[src/rtl/pgwalk_pkg.sv]
// Shared types for the page table walker: fault codes, walk states and
// the bit positions of the flags in a table entry.
package pgwalk_pkg;
    typedef enum logic [1:0] {
        FLT_NONE  = 2'd0,
        FLT_XLATE = 2'd1,
        FLT_PERM  = 2'd2
    } fault_e;

    typedef enum logic [2:0] {
        ST_IDLE,
        ST_L1_REQ,
        ST_L1_WAIT,
        ST_L2_REQ,
        ST_L2_WAIT,
        ST_DONE
    } walk_st_e;

    localparam int ENT_VALID = 0;
    localparam int ENT_USER  = 1;
    localparam int ENT_WRITE = 2;
    localparam int ENT_CACHE = 3;
    localparam int ENT_BUF   = 4;
endpackage

[src/rtl/pgwalk_addr.sv]
// Table entry address former. It picks the first- or second-level entry
// address and builds it only by joining fields, with no arithmetic.
// Assumes IDX1_W + IDX2_W + OFF_W == VA_W and word-sized entries.
module pgwalk_addr #(
    parameter int VA_W   = 32,
    parameter int IDX1_W = 12,
    parameter int IDX2_W = 8,
    parameter int OFF_W  = 12
) (
    input  logic [VA_W-1:0] root_q,
    input  logic [VA_W-1:0] vaddr_q,
    input  logic [VA_W-1:0] l1_entry_q,
    input  logic            sel_l2,
    output logic [VA_W-1:0] tbl_addr
);
    localparam int ROOT_HI_W = VA_W - IDX1_W - 2;
    localparam int L2B_W     = VA_W - IDX2_W - 2;

    logic [VA_W-1:0] l1_addr;
    logic [VA_W-1:0] l2_addr;
    logic            unused_addr_bits;

    // Join the aligned table base with the index and a zero byte offset.
    always_comb begin
        l1_addr  = {root_q[VA_W-1 -: ROOT_HI_W], vaddr_q[VA_W-1 -: IDX1_W], 2'b00};
        l2_addr  = {l1_entry_q[VA_W-1 -: L2B_W], vaddr_q[OFF_W +: IDX2_W], 2'b00};
        tbl_addr = sel_l2 ? l2_addr : l1_addr;
    end

    assign unused_addr_bits = ^{root_q[VA_W-ROOT_HI_W-1:0], l1_entry_q[VA_W-L2B_W-1:0],
                                vaddr_q[OFF_W-1:0]};
endmodule

[src/rtl/pgwalk_perm.sv]
// Second-level entry evaluation. It checks validity and access rights and
// forms the physical address and attributes. All outputs are zero on a fault.
// Assumes the entry layout given by the package bit positions.
module pgwalk_perm #(
    parameter int VA_W  = 32,
    parameter int OFF_W = 12
) (
    input  logic [VA_W-1:0]      l2_entry,
    input  logic [OFF_W-1:0]     offset,
    input  logic                 is_user,
    input  logic                 is_write,
    output pgwalk_pkg::fault_e   fault,
    output logic [VA_W-1:0]      paddr,
    output logic                 cacheable,
    output logic                 bufferable
);
    import pgwalk_pkg::*;

    logic unused_entry_bits;

    // Pick the fault class, then gate the address and attributes on success.
    always_comb begin
        if (!l2_entry[ENT_VALID])
            fault = FLT_XLATE;
        else if ((is_user && !l2_entry[ENT_USER]) || (is_write && !l2_entry[ENT_WRITE]))
            fault = FLT_PERM;
        else
            fault = FLT_NONE;
        paddr      = (fault == FLT_NONE) ? {l2_entry[VA_W-1:OFF_W], offset} : '0;
        cacheable  = (fault == FLT_NONE) && l2_entry[ENT_CACHE];
        bufferable = (fault == FLT_NONE) && l2_entry[ENT_BUF];
    end

    assign unused_entry_bits = ^l2_entry[OFF_W-1:ENT_BUF+1];
endmodule

[src/rtl/pgwalk_ctrl.sv]
// Walk sequencer. It steps through request, first read, second read and
// result hold, and raises one-cycle load strobes for the datapath.
// Assumes memory responses arrive only after an accepted read request.
module pgwalk_ctrl (
    input  logic clk,
    input  logic rst_n,
    input  logic req_valid,
    input  logic mem_req_ready,
    input  logic mem_rsp_valid,
    input  logic l1_ok,
    input  logic res_ack,
    output logic req_ready,
    output logic mem_req_valid,
    output logic sel_l2,
    output logic cap_req,
    output logic fin_l1_fault,
    output logic cap_l1,
    output logic fin_l2,
    output logic res_valid
);
    import pgwalk_pkg::*;

    walk_st_e st, st_nx;

    // State register.
    always_ff @(posedge clk) begin
        if (!rst_n) st <= ST_IDLE;
        else        st <= st_nx;
    end

    // Next-state choice.
    always_comb begin
        st_nx = st;
        case (st)
            ST_IDLE:    if (req_valid)     st_nx = ST_L1_REQ;
            ST_L1_REQ:  if (mem_req_ready) st_nx = ST_L1_WAIT;
            ST_L1_WAIT: if (mem_rsp_valid) st_nx = l1_ok ? ST_L2_REQ : ST_DONE;
            ST_L2_REQ:  if (mem_req_ready) st_nx = ST_L2_WAIT;
            ST_L2_WAIT: if (mem_rsp_valid) st_nx = ST_DONE;
            ST_DONE:    if (res_ack)       st_nx = ST_IDLE;
            default:                       st_nx = ST_IDLE;
        endcase
    end

    // Handshake outputs and datapath strobes.
    always_comb begin
        req_ready     = (st == ST_IDLE);
        mem_req_valid = (st == ST_L1_REQ) || (st == ST_L2_REQ);
        sel_l2        = (st == ST_L2_REQ) || (st == ST_L2_WAIT);
        cap_req       = (st == ST_IDLE) && req_valid;
        cap_l1        = (st == ST_L1_WAIT) && mem_rsp_valid && l1_ok;
        fin_l1_fault  = (st == ST_L1_WAIT) && mem_rsp_valid && !l1_ok;
        fin_l2        = (st == ST_L2_WAIT) && mem_rsp_valid;
        res_valid     = (st == ST_DONE);
    end
endmodule

[src/rtl/pgwalk.sv]
// Two-level page table walker top. It captures a request and the table
// base, walks both table levels through the memory read port and holds the
// result until it is acknowledged. Assumes a 16 KiB aligned root_base.
module pgwalk #(
    parameter int VA_W   = 32,
    parameter int IDX1_W = 12,
    parameter int IDX2_W = 8,
    parameter int OFF_W  = 12
) (
    input  logic            clk,
    input  logic            rst_n,
    input  logic [VA_W-1:0] root_base,
    input  logic            req_valid,
    output logic            req_ready,
    input  logic [VA_W-1:0] req_vaddr,
    input  logic            req_user,
    input  logic            req_write,
    output logic            mem_req_valid,
    input  logic            mem_req_ready,
    output logic [VA_W-1:0] mem_req_addr,
    input  logic            mem_rsp_valid,
    input  logic [VA_W-1:0] mem_rsp_data,
    output logic            res_valid,
    input  logic            res_ack,
    output logic [VA_W-1:0] res_paddr,
    output logic [1:0]      res_fault,
    output logic            res_cacheable,
    output logic            res_bufferable
);
    import pgwalk_pkg::*;

    logic [VA_W-1:0] root_q, vaddr_q, l1_entry_q;
    logic            user_q, write_q;
    logic            sel_l2, cap_req, cap_l1, fin_l1_fault, fin_l2;
    fault_e          l2_fault;
    logic [VA_W-1:0] l2_paddr;
    logic            l2_cache, l2_buf;

    pgwalk_ctrl u_ctrl (
        .clk(clk), .rst_n(rst_n), .req_valid(req_valid),
        .mem_req_ready(mem_req_ready), .mem_rsp_valid(mem_rsp_valid),
        .l1_ok(mem_rsp_data[ENT_VALID]), .res_ack(res_ack),
        .req_ready(req_ready), .mem_req_valid(mem_req_valid), .sel_l2(sel_l2),
        .cap_req(cap_req), .fin_l1_fault(fin_l1_fault), .cap_l1(cap_l1),
        .fin_l2(fin_l2), .res_valid(res_valid)
    );

    pgwalk_addr #(.VA_W(VA_W), .IDX1_W(IDX1_W), .IDX2_W(IDX2_W), .OFF_W(OFF_W)) u_addr (
        .root_q(root_q), .vaddr_q(vaddr_q), .l1_entry_q(l1_entry_q),
        .sel_l2(sel_l2), .tbl_addr(mem_req_addr)
    );

    pgwalk_perm #(.VA_W(VA_W), .OFF_W(OFF_W)) u_perm (
        .l2_entry(mem_rsp_data), .offset(vaddr_q[OFF_W-1:0]),
        .is_user(user_q), .is_write(write_q), .fault(l2_fault),
        .paddr(l2_paddr), .cacheable(l2_cache), .bufferable(l2_buf)
    );

    // Capture the request and the table base when the walk starts.
    always_ff @(posedge clk) begin
        if (!rst_n) begin
            root_q  <= '0;
            vaddr_q <= '0;
            user_q  <= 1'b0;
            write_q <= 1'b0;
        end else if (cap_req) begin
            root_q  <= root_base;
            vaddr_q <= req_vaddr;
            user_q  <= req_user;
            write_q <= req_write;
        end
    end

    // Keep the first-level entry for the second read address.
    always_ff @(posedge clk) begin
        if (!rst_n)      l1_entry_q <= '0;
        else if (cap_l1) l1_entry_q <= mem_rsp_data;
    end

    // Load the result at the end of the walk and hold it until acknowledged.
    always_ff @(posedge clk) begin
        if (!rst_n) begin
            res_paddr      <= '0;
            res_fault      <= FLT_NONE;
            res_cacheable  <= 1'b0;
            res_bufferable <= 1'b0;
        end else if (fin_l1_fault) begin
            res_paddr      <= '0;
            res_fault      <= FLT_XLATE;
            res_cacheable  <= 1'b0;
            res_bufferable <= 1'b0;
        end else if (fin_l2) begin
            res_paddr      <= l2_paddr;
            res_fault      <= l2_fault;
            res_cacheable  <= l2_cache;
            res_bufferable <= l2_buf;
        end
    end
endmodule

[config.mk]
export PLATFORM = sky130hd
export DESIGN_NAME = pgwalk
export DESIGN_NICKNAME = d
export VERILOG_FILES = /design/src/rtl/pgwalk_pkg.sv /design/src/rtl/pgwalk_addr.sv /design/src/rtl/pgwalk_perm.sv /design/src/rtl/pgwalk_ctrl.sv /design/src/rtl/pgwalk.sv
export SDC_FILE = /design/constraint.sdc
export NUM_CORES = 1
export LEC_CHECK = 0
export ABC_AREA = 1
export BUFFER_PORTS_ARGS = -buffer_cell sky130_fd_sc_hd__clkbuf_2
export CAP_MARGIN = 10
export CORE_MARGIN = 5
export CORE_UTILIZATION = 50
export CTS_CLUSTER_SIZE = 16
export DETAILED_ROUTE_END_ITERATION = 10
export PLACE_DENSITY_LB_ADDON = 0.05
export SLEW_MARGIN = 20
export SYNTH_ARGS = -nofsm -noshare
export SYNTH_HDL_FRONTEND = slang
export SYNTH_SLANG_ARGS = --single-unit
export TNS_END_PERCENT = 50
[constraint.sdc]
create_clock -name clk -period 3.3 [get_ports clk]
set_input_delay 0 -clock clk [delete_from_list [all_inputs] [get_ports clk]]
set_output_delay 0 -clock clk [all_outputs]
set_load 0.01 [all_outputs]
==> flow_summary_export.csv, run 1 <==
group,metric,value,unit
synthesis,syn_inst,614,
finish,utilization,72.7,%
die,die_x,106,um
route,viasPerCell,5.11,
worst_setup_path,crit_path_max_incr_delay,0.74,ns
route,routed_wl,13200,um
finish,stdcell_area,6650,um2
finish,fin_nets,927,
sta,hold_viol_final,0,
sta,fmax,0.385,GHz
worst_setup_path,cp-start-kind,"flip-flop",
grt,grt_util_all_layers,23.6,%
die,io_pins,175,
clock_tree,insertion_delay,0.50,ns
synthesis,yosysWarningCount,0,
route,drtIter0Drc,286,
synthesis,yosys-top-cells-area,"dfxtp_1, a21oi_1, nand2_1, o21ai_0, nand3_1",
synthesis,syn_area_per_cell,7.55,um2
route,firstDrtPassIters,5,
worst_setup_path,cp_common_cell,"nand2_1",
route,num_vias,4842,
clock_tree,htree_num_levels,4,
worst_setup_path,end_kind,"output pin",
finish,area.growth.synth_to_final,43.5,%
worst_setup_path,cp_num_buf_inv,2,
clock_tree,clockBufferDepth,2,
finish,n_antenna_cell,0,
worst_setup_path,slowest_stage,"nand2_2",
sta,fin_setup_tns,0,ns
sta,rsz0062_at_grt,"no",
clock_tree,clock-sinks,113,
grt,grt_pass1_wl,21900,um
power,leakage,2.84,nW
run_status,status,"finished, final reports clean",
worst_setup_path,arrival,2.60,ns
worst_setup_path,rrSetupSlack,1.03,ns
grt,overflow,0,
clock_tree,path_clk_slew,0.05,ns
sta,drv_slew,0,
finish,fillers,735,
synthesis,syn_area,4640,um2
worst_setup_path,r2r-end,"root_q[15]$_SDFFE_PN0P_",
grt,grt_pass1_vias,4802,
grt,antenna_found_initial,0,
grt,met3_usage,5.71,%
finish,layout-drive-gt1-share,24.2,%
sta,worst_pin_slew,0.993,ns
sta,max-slew-margin-rel,33.6,%
worst_hold_path,hold_path_depth,6,
synthesis,synth_largest_area_cell,"dfxtp_1",
place,port-buffer-count,153,
grt,grt_max_degree,85,
synthesis,ys_seq_area_share,48.8,%
synthesis,synth_top_area_share,48.8,%
worst_setup_path,worst_ep_required_time,3.30,ns
die,die_area,11300,um2
route,wl_per_cell,13.9,um
sta,worst_slack,0.699,ns
grt,grtUsageMet1,28.0,%
synthesis,yosys-top-cells-count,"dfxtp_1, a21oi_1, nand2_1",
clock_tree,cts_tree,"done",
clock_tree,root_buffer,"clkbuf_8",
sta,finalCriticalPeriod,2.60,ns
synthesis,synth_edf_count,0,
clock_tree,cts_buffers,17,
worst_hold_path,hold_end,"u_ctrl.st[2]$_SDFFE_PN0P_",
worst_setup_path,path_max_fanout,60,
worst_setup_path,crit_path_cell_trace,"inv_2, nor2_2, nand2_1, nand2_2, nand2_1, o21ai_0, clkbuf_2",
power,ir_worst_vdd,0.595,mV
sta,fin_skew,0.00697,ns
die,core_area,9150,um2
place,pre_cts_ws,1.08,ns
clock_tree,cts_resized,0,
worst_setup_path,reg2reg_depth,6,
synthesis,ys_seq_elements,113,
worst_hold_path,hold_class,"in2reg",
synthesis,netlist-cell-type-count,25,
synthesis,yosys_most_used_dff,"dfxtp_1",
sta,fin_crit_sh,78.8,%
route,drc_errors,0,
grt,grt_busiest_layer,"met2",
worst_hold_path,min_from,"res_ack",
job,max_cap_violations,0,
power,cellPowerDensity,709,nW/um2
synthesis,synth_most_common_cell,"dfxtp_1",
place,dpl_cell_area,5280,um2
sta,finalSetupViolCount,0,
die,num_rows,35,
worst_setup_path,path_class,"reg2out",
route,ant_nets,0,
grt,met2_usage,41.6,%
place,hpwl,7890,um
place,place.gp.congestion,0.824,
synthesis,ys_async_sr_fraction,0,%
die,initial_core_util,50.6,%
worst_setup_path,r2r_start,"u_ctrl.st[1]$_SDFFE_PN0P_",
worst_setup_path,crit_family,"simple AND/OR/NAND/NOR gates",
die,dieHeight,106,um
## cells by family (layout without fill, tap and decap cells)
family                 Yosys count  after routing  share of synthesized area (%)
AND/OR/NAND/NOR                188            188                           18.0
AO/OA/AOI/OAI                  195            195                           21.2
flip-flops                     113            113                           48.8
other                            1              2                         0.0809
buffers and inverters          117            338                           11.9
## tightest hold or removal path, cell delays in order
cell,delay [ns]
clkbuf_2,0.08
inv_1,0.04
nand4_1,0.12
nand3_1,0.11
nor2_1,0.10
nor2_1,0.05
## cell type report
| cell class | instances | area (um2) | share of cell area (%) |
|---|---|---|---|
| Clock buffer | 21 | 449 | 6.75 |
| Clock inverter | 11 | 113 | 1.69 |
| Inverter | 69 | 259 | 3.89 |
| Multi-Input combinational cell | 385 | 1830 | 27.5 |
| Sequential cell | 113 | 2260 | 34.0 |
| Tap cell | 111 | 139 | 2.09 |
| Timing Repair Buffer | 237 | 1600 | 24.0 |
## flip-flops by register name (all words and copies together), names as in the netlist, 2 cells and up
name / cells
l1_entry_q: 22
res_fault: 2
root_q: 18
vaddr_q: 32
res_paddr: 32
u_ctrl.st: 3
## cells in the final DEF (no fill, tap or decap), types with 2 or more instances in the layout
cell / count
clkinv_2: 6
clkbuf_8: 3
nand2_1: 99
nor2_2: 4
clkbuf_1: 2
nor2_1: 12
nand3_1: 62
nor3_1: 2
clkinvlp_4: 3
inv_2: 4
o21ai_0: 65
clkbuf_2: 153
a21oi_1: 108
o21ai_1: 19
dlygate4sd3_1: 81
buf_4: 3
conb_1: 2
dfxtp_1: 113
clkbuf_16: 16
nand2_2: 3
bufinv_16: 2
inv_1: 65
nand3_2: 3
## how the worst max path moves through the flow
stage	cells after the start	end	slack, ns	from
floorplan	8	l1_entry_q[10]$_SDFFE_PN0P_	2.03	u_ctrl.st[2]$_SDFFE_PN0P_
global route	7	mem_req_addr[28]	0.41	u_ctrl.st[0]$_SDFFE_PN0P_
detailed placement	6	root_q[30]$_SDFFE_PN0P_	1.08	u_ctrl.st[1]$_SDFFE_PN0P_
CTS	7	mem_req_addr[28]	0.70	u_ctrl.st[0]$_SDFFE_PN0P_
global placement	6	root_q[26]$_SDFFE_PN0P_	1.16	u_ctrl.st[0]$_SDFFE_PN0P_
finish	7	mem_req_addr[28]	0.70	u_ctrl.st[0]$_SDFFE_PN0P_
## power by group
group	total, W	switching (W)	internal, W
Combinational	0.00129	0.000830	0.000457
Sequential	0.00171	0.000114	0.00160
Clock	0.00171	0.000609	0.00110
Total	0.00471	0.00155	0.00316
## per-stage QoR
step                      hold slack [ns]  cells  total power (W)
after global placement              0.256    834          0.00290
after detailed placement            0.260    834          0.00294
after CTS                          0.0167    947          0.00473
final                              0.0343    947          0.00471
after global routing                0.103    947          0.00499
after floorplan                     0.161    615          0.00264
## routing by layer
| layer | routed length (um) | share of wire [%] |
|---|---|---|
| met1 | 5360 | 41 |
| met2 | 6640 | 50 |
| met3 | 867 | 6.6 |
| met4 | 320 | 2.4 |
| met5 | 0 | 0 |
## repair_timing
item | CTS | global route
setup buffers | 0 | 0
hold buffers | 81 | 0
hold endpoints to repair | 100 | 0
No activity file was read; power rests on OpenSTA's default activity.
==> run 2: changes to the inputs <==
- CORE_UTILIZATION: 50 -> 49
- clock period: 3.3 -> 2.5 ns (I/O delays scaled with it)
==> flow_summary_export.csv, run 2 (synthesis results as in run 1) <==
group,metric,value,unit
run_status,status,"finished, final reports clean",
worst_setup_path,slowest_stage,"dfxtp_1",
route,routed_wl,13800,um
die,io_pins,175,
power,ir_worst_vdd,0.622,mV
sta,fin_setup_tns,0,ns
sta,hold_slack,0.0441,ns
clock_tree,cts_buffers,17,
grt,grt_util_all_layers,24.7,%
finish,layout_common_cells,"clkbuf_2, dfxtp_1, a21oi_1",
place,hpwl,8470,um
place,place.gp.congestion,0.812,
die,num_rows,35,
worst_setup_path,end_kind,"output pin",
grt,grt_max_degree,85,
worst_setup_path,path_class,"reg2out",
sta,rsz0062_at_grt,"no",
route,drtIter0Drc,268,
route,ant_nets,0,
sta,fin_crit_sh,91.0,%
grt,grt_pass1_wl,22900,um
worst_setup_path,cp_common_cell,"nand2_1",
finish,mostFrequentLayoutCell,"clkbuf_2",
die,die_area,11500,um2
grt,grtUsageMet1,28.2,%
grt,grt_busiest_layer,"met2",
grt,met3_usage,5.76,%
die,die_x,107,um
grt,met2_usage,44.8,%
grt,antenna_found_initial,0,
sta,drv_slew,0,
worst_setup_path,worst_ep_required_time,2.50,ns
finish,fin_cells,967,
sta,finalSetupViolCount,0,
worst_setup_path,crit_path_max_incr_delay,0.45,ns
clock_tree,path_clk_slew,0.05,ns
power,cellPowerDensity,983,nW/um2
sta,finalCriticalPeriod,2.27,ns
finish,utilization,73.6,%
finish,n_antenna_cell,0,
finish,area.growth.synth_to_final,46.6,%
sta,hold_viol_final,0,
route,num_vias,4854,
die,dieHeight,107,um
grt,overflow,0,
route,viasPerCell,5.02,
finish,fin_nets,929,
place,placed_cells_incl_taps,854,
clock_tree,htree_num_levels,4,
die,core_area,9240,um2
power,leakage,2.89,nW
worst_setup_path,crit_path_cell_trace,"inv_2, nor2_2, nand2_1, nand2_2, buf_12, nand2_1, o21ai_0, clkbuf_2",
finish,multi_input_area,1830,um2
finish,top_regs,"res_paddr x32, vaddr_q x32, l1_entry_q x22",
clock_tree,cts_tree,"done",
sta,max-slew-margin-rel,46.5,%
finish,layout-drive-gt1-share,24.2,%
worst_hold_path,hold_class,"in2reg",
worst_setup_path,path_max_fanout,39,
job,max_cap_violations,0,
route,firstDrtPassIters,5,
clock_tree,root_buffer,"clkbuf_8",
place,port-buffer-count,153,
worst_setup_path,arrival,2.27,ns
sta,fin_skew,0.00892,ns
clock_tree,clock-sinks,113,
sta,worst_pin_slew,0.803,ns
worst_setup_path,cp-start-kind,"flip-flop",
sta,fmax,0.440,GHz
grt,grt_pass1_vias,4883,
clock_tree,clockBufferDepth,2,
route,drc_errors,0,
die,initial_core_util,50.2,%
finish,seqCellArea,2260,um2
finish,fillers,733,
route,wl_per_cell,14.3,um
clock_tree,insertion_delay,0.50,ns
-- run 2: report_power, final --
group	switching [W]	total [W]	internal [W]
clock network	0.000796	0.00266	0.00187
logic	0.00112	0.00176	0.000640
registers	0.000145	0.00226	0.00211
total	0.00206	0.00668	0.00462
-- run 2: final cells by class --
cell class | instances | share of cell area, %
timing repair buffer | 239 | 23.9
clock buffer | 22 | 6.66
inverter | 69 | 3.81
sequential | 113 | 33.3
clock inverter | 10 | 3.02
multi-input combinational | 385 | 26.9
tap | 129 | 2.37
-- run 2: worst paths after layout --
check / start / to / slack [ns] / cells past startpoint
worst min-delay path: res_ack / u_ctrl.st[2]$_SDFFE_PN0P_ / 0.04 / 6
worst max register to register: u_ctrl.st[2]$_SDFFE_PN0P_ / l1_entry_q[22]$_SDFFE_PN0P_ / 0.49 / 6
worst min register to register: l1_entry_q[21]$_SDFFE_PN0P_ / l1_entry_q[21]$_SDFFE_PN0P_ / 0.44 / 2
worst max-delay path: u_ctrl.st[0]$_SDFFE_PN0P_ / mem_req_addr[12] / 0.23 / 8
-- run 2: metrics by stage --
step	total power (W)	instance area, um2	setup slack (ns)
floorplan	0.00348	4640	1.23
global placement	0.00388	5330	0.641
detailed placement	0.00393	5330	0.556
CTS	0.00671	6800	0.247
global route	0.00706	6800	0.0556
finish	0.00668	6800	0.226
-- run 2: what timing repair did --
item,CTS,global route
buffers inserted,0,0
hold buffers,81,0
resized for setup,0,0
endpoints found under the hold margin,101,0
-- run 2: critical path: cells and delay by family (launching register included) --
kind                   cells  cell delay (ns)
AOI/OAI and AO/OA          1             0.11
buffers and inverters      3             0.54
and+or+nand+nor            4             0.66
DFF                        1             0.45
-- run 2: layer usage --
layer	part of all wire (%)	up-vias
met5	0	-
met4	1.2	0
met3	6.4	14
met2	52	166
met1	40	2242
li1	-	2432
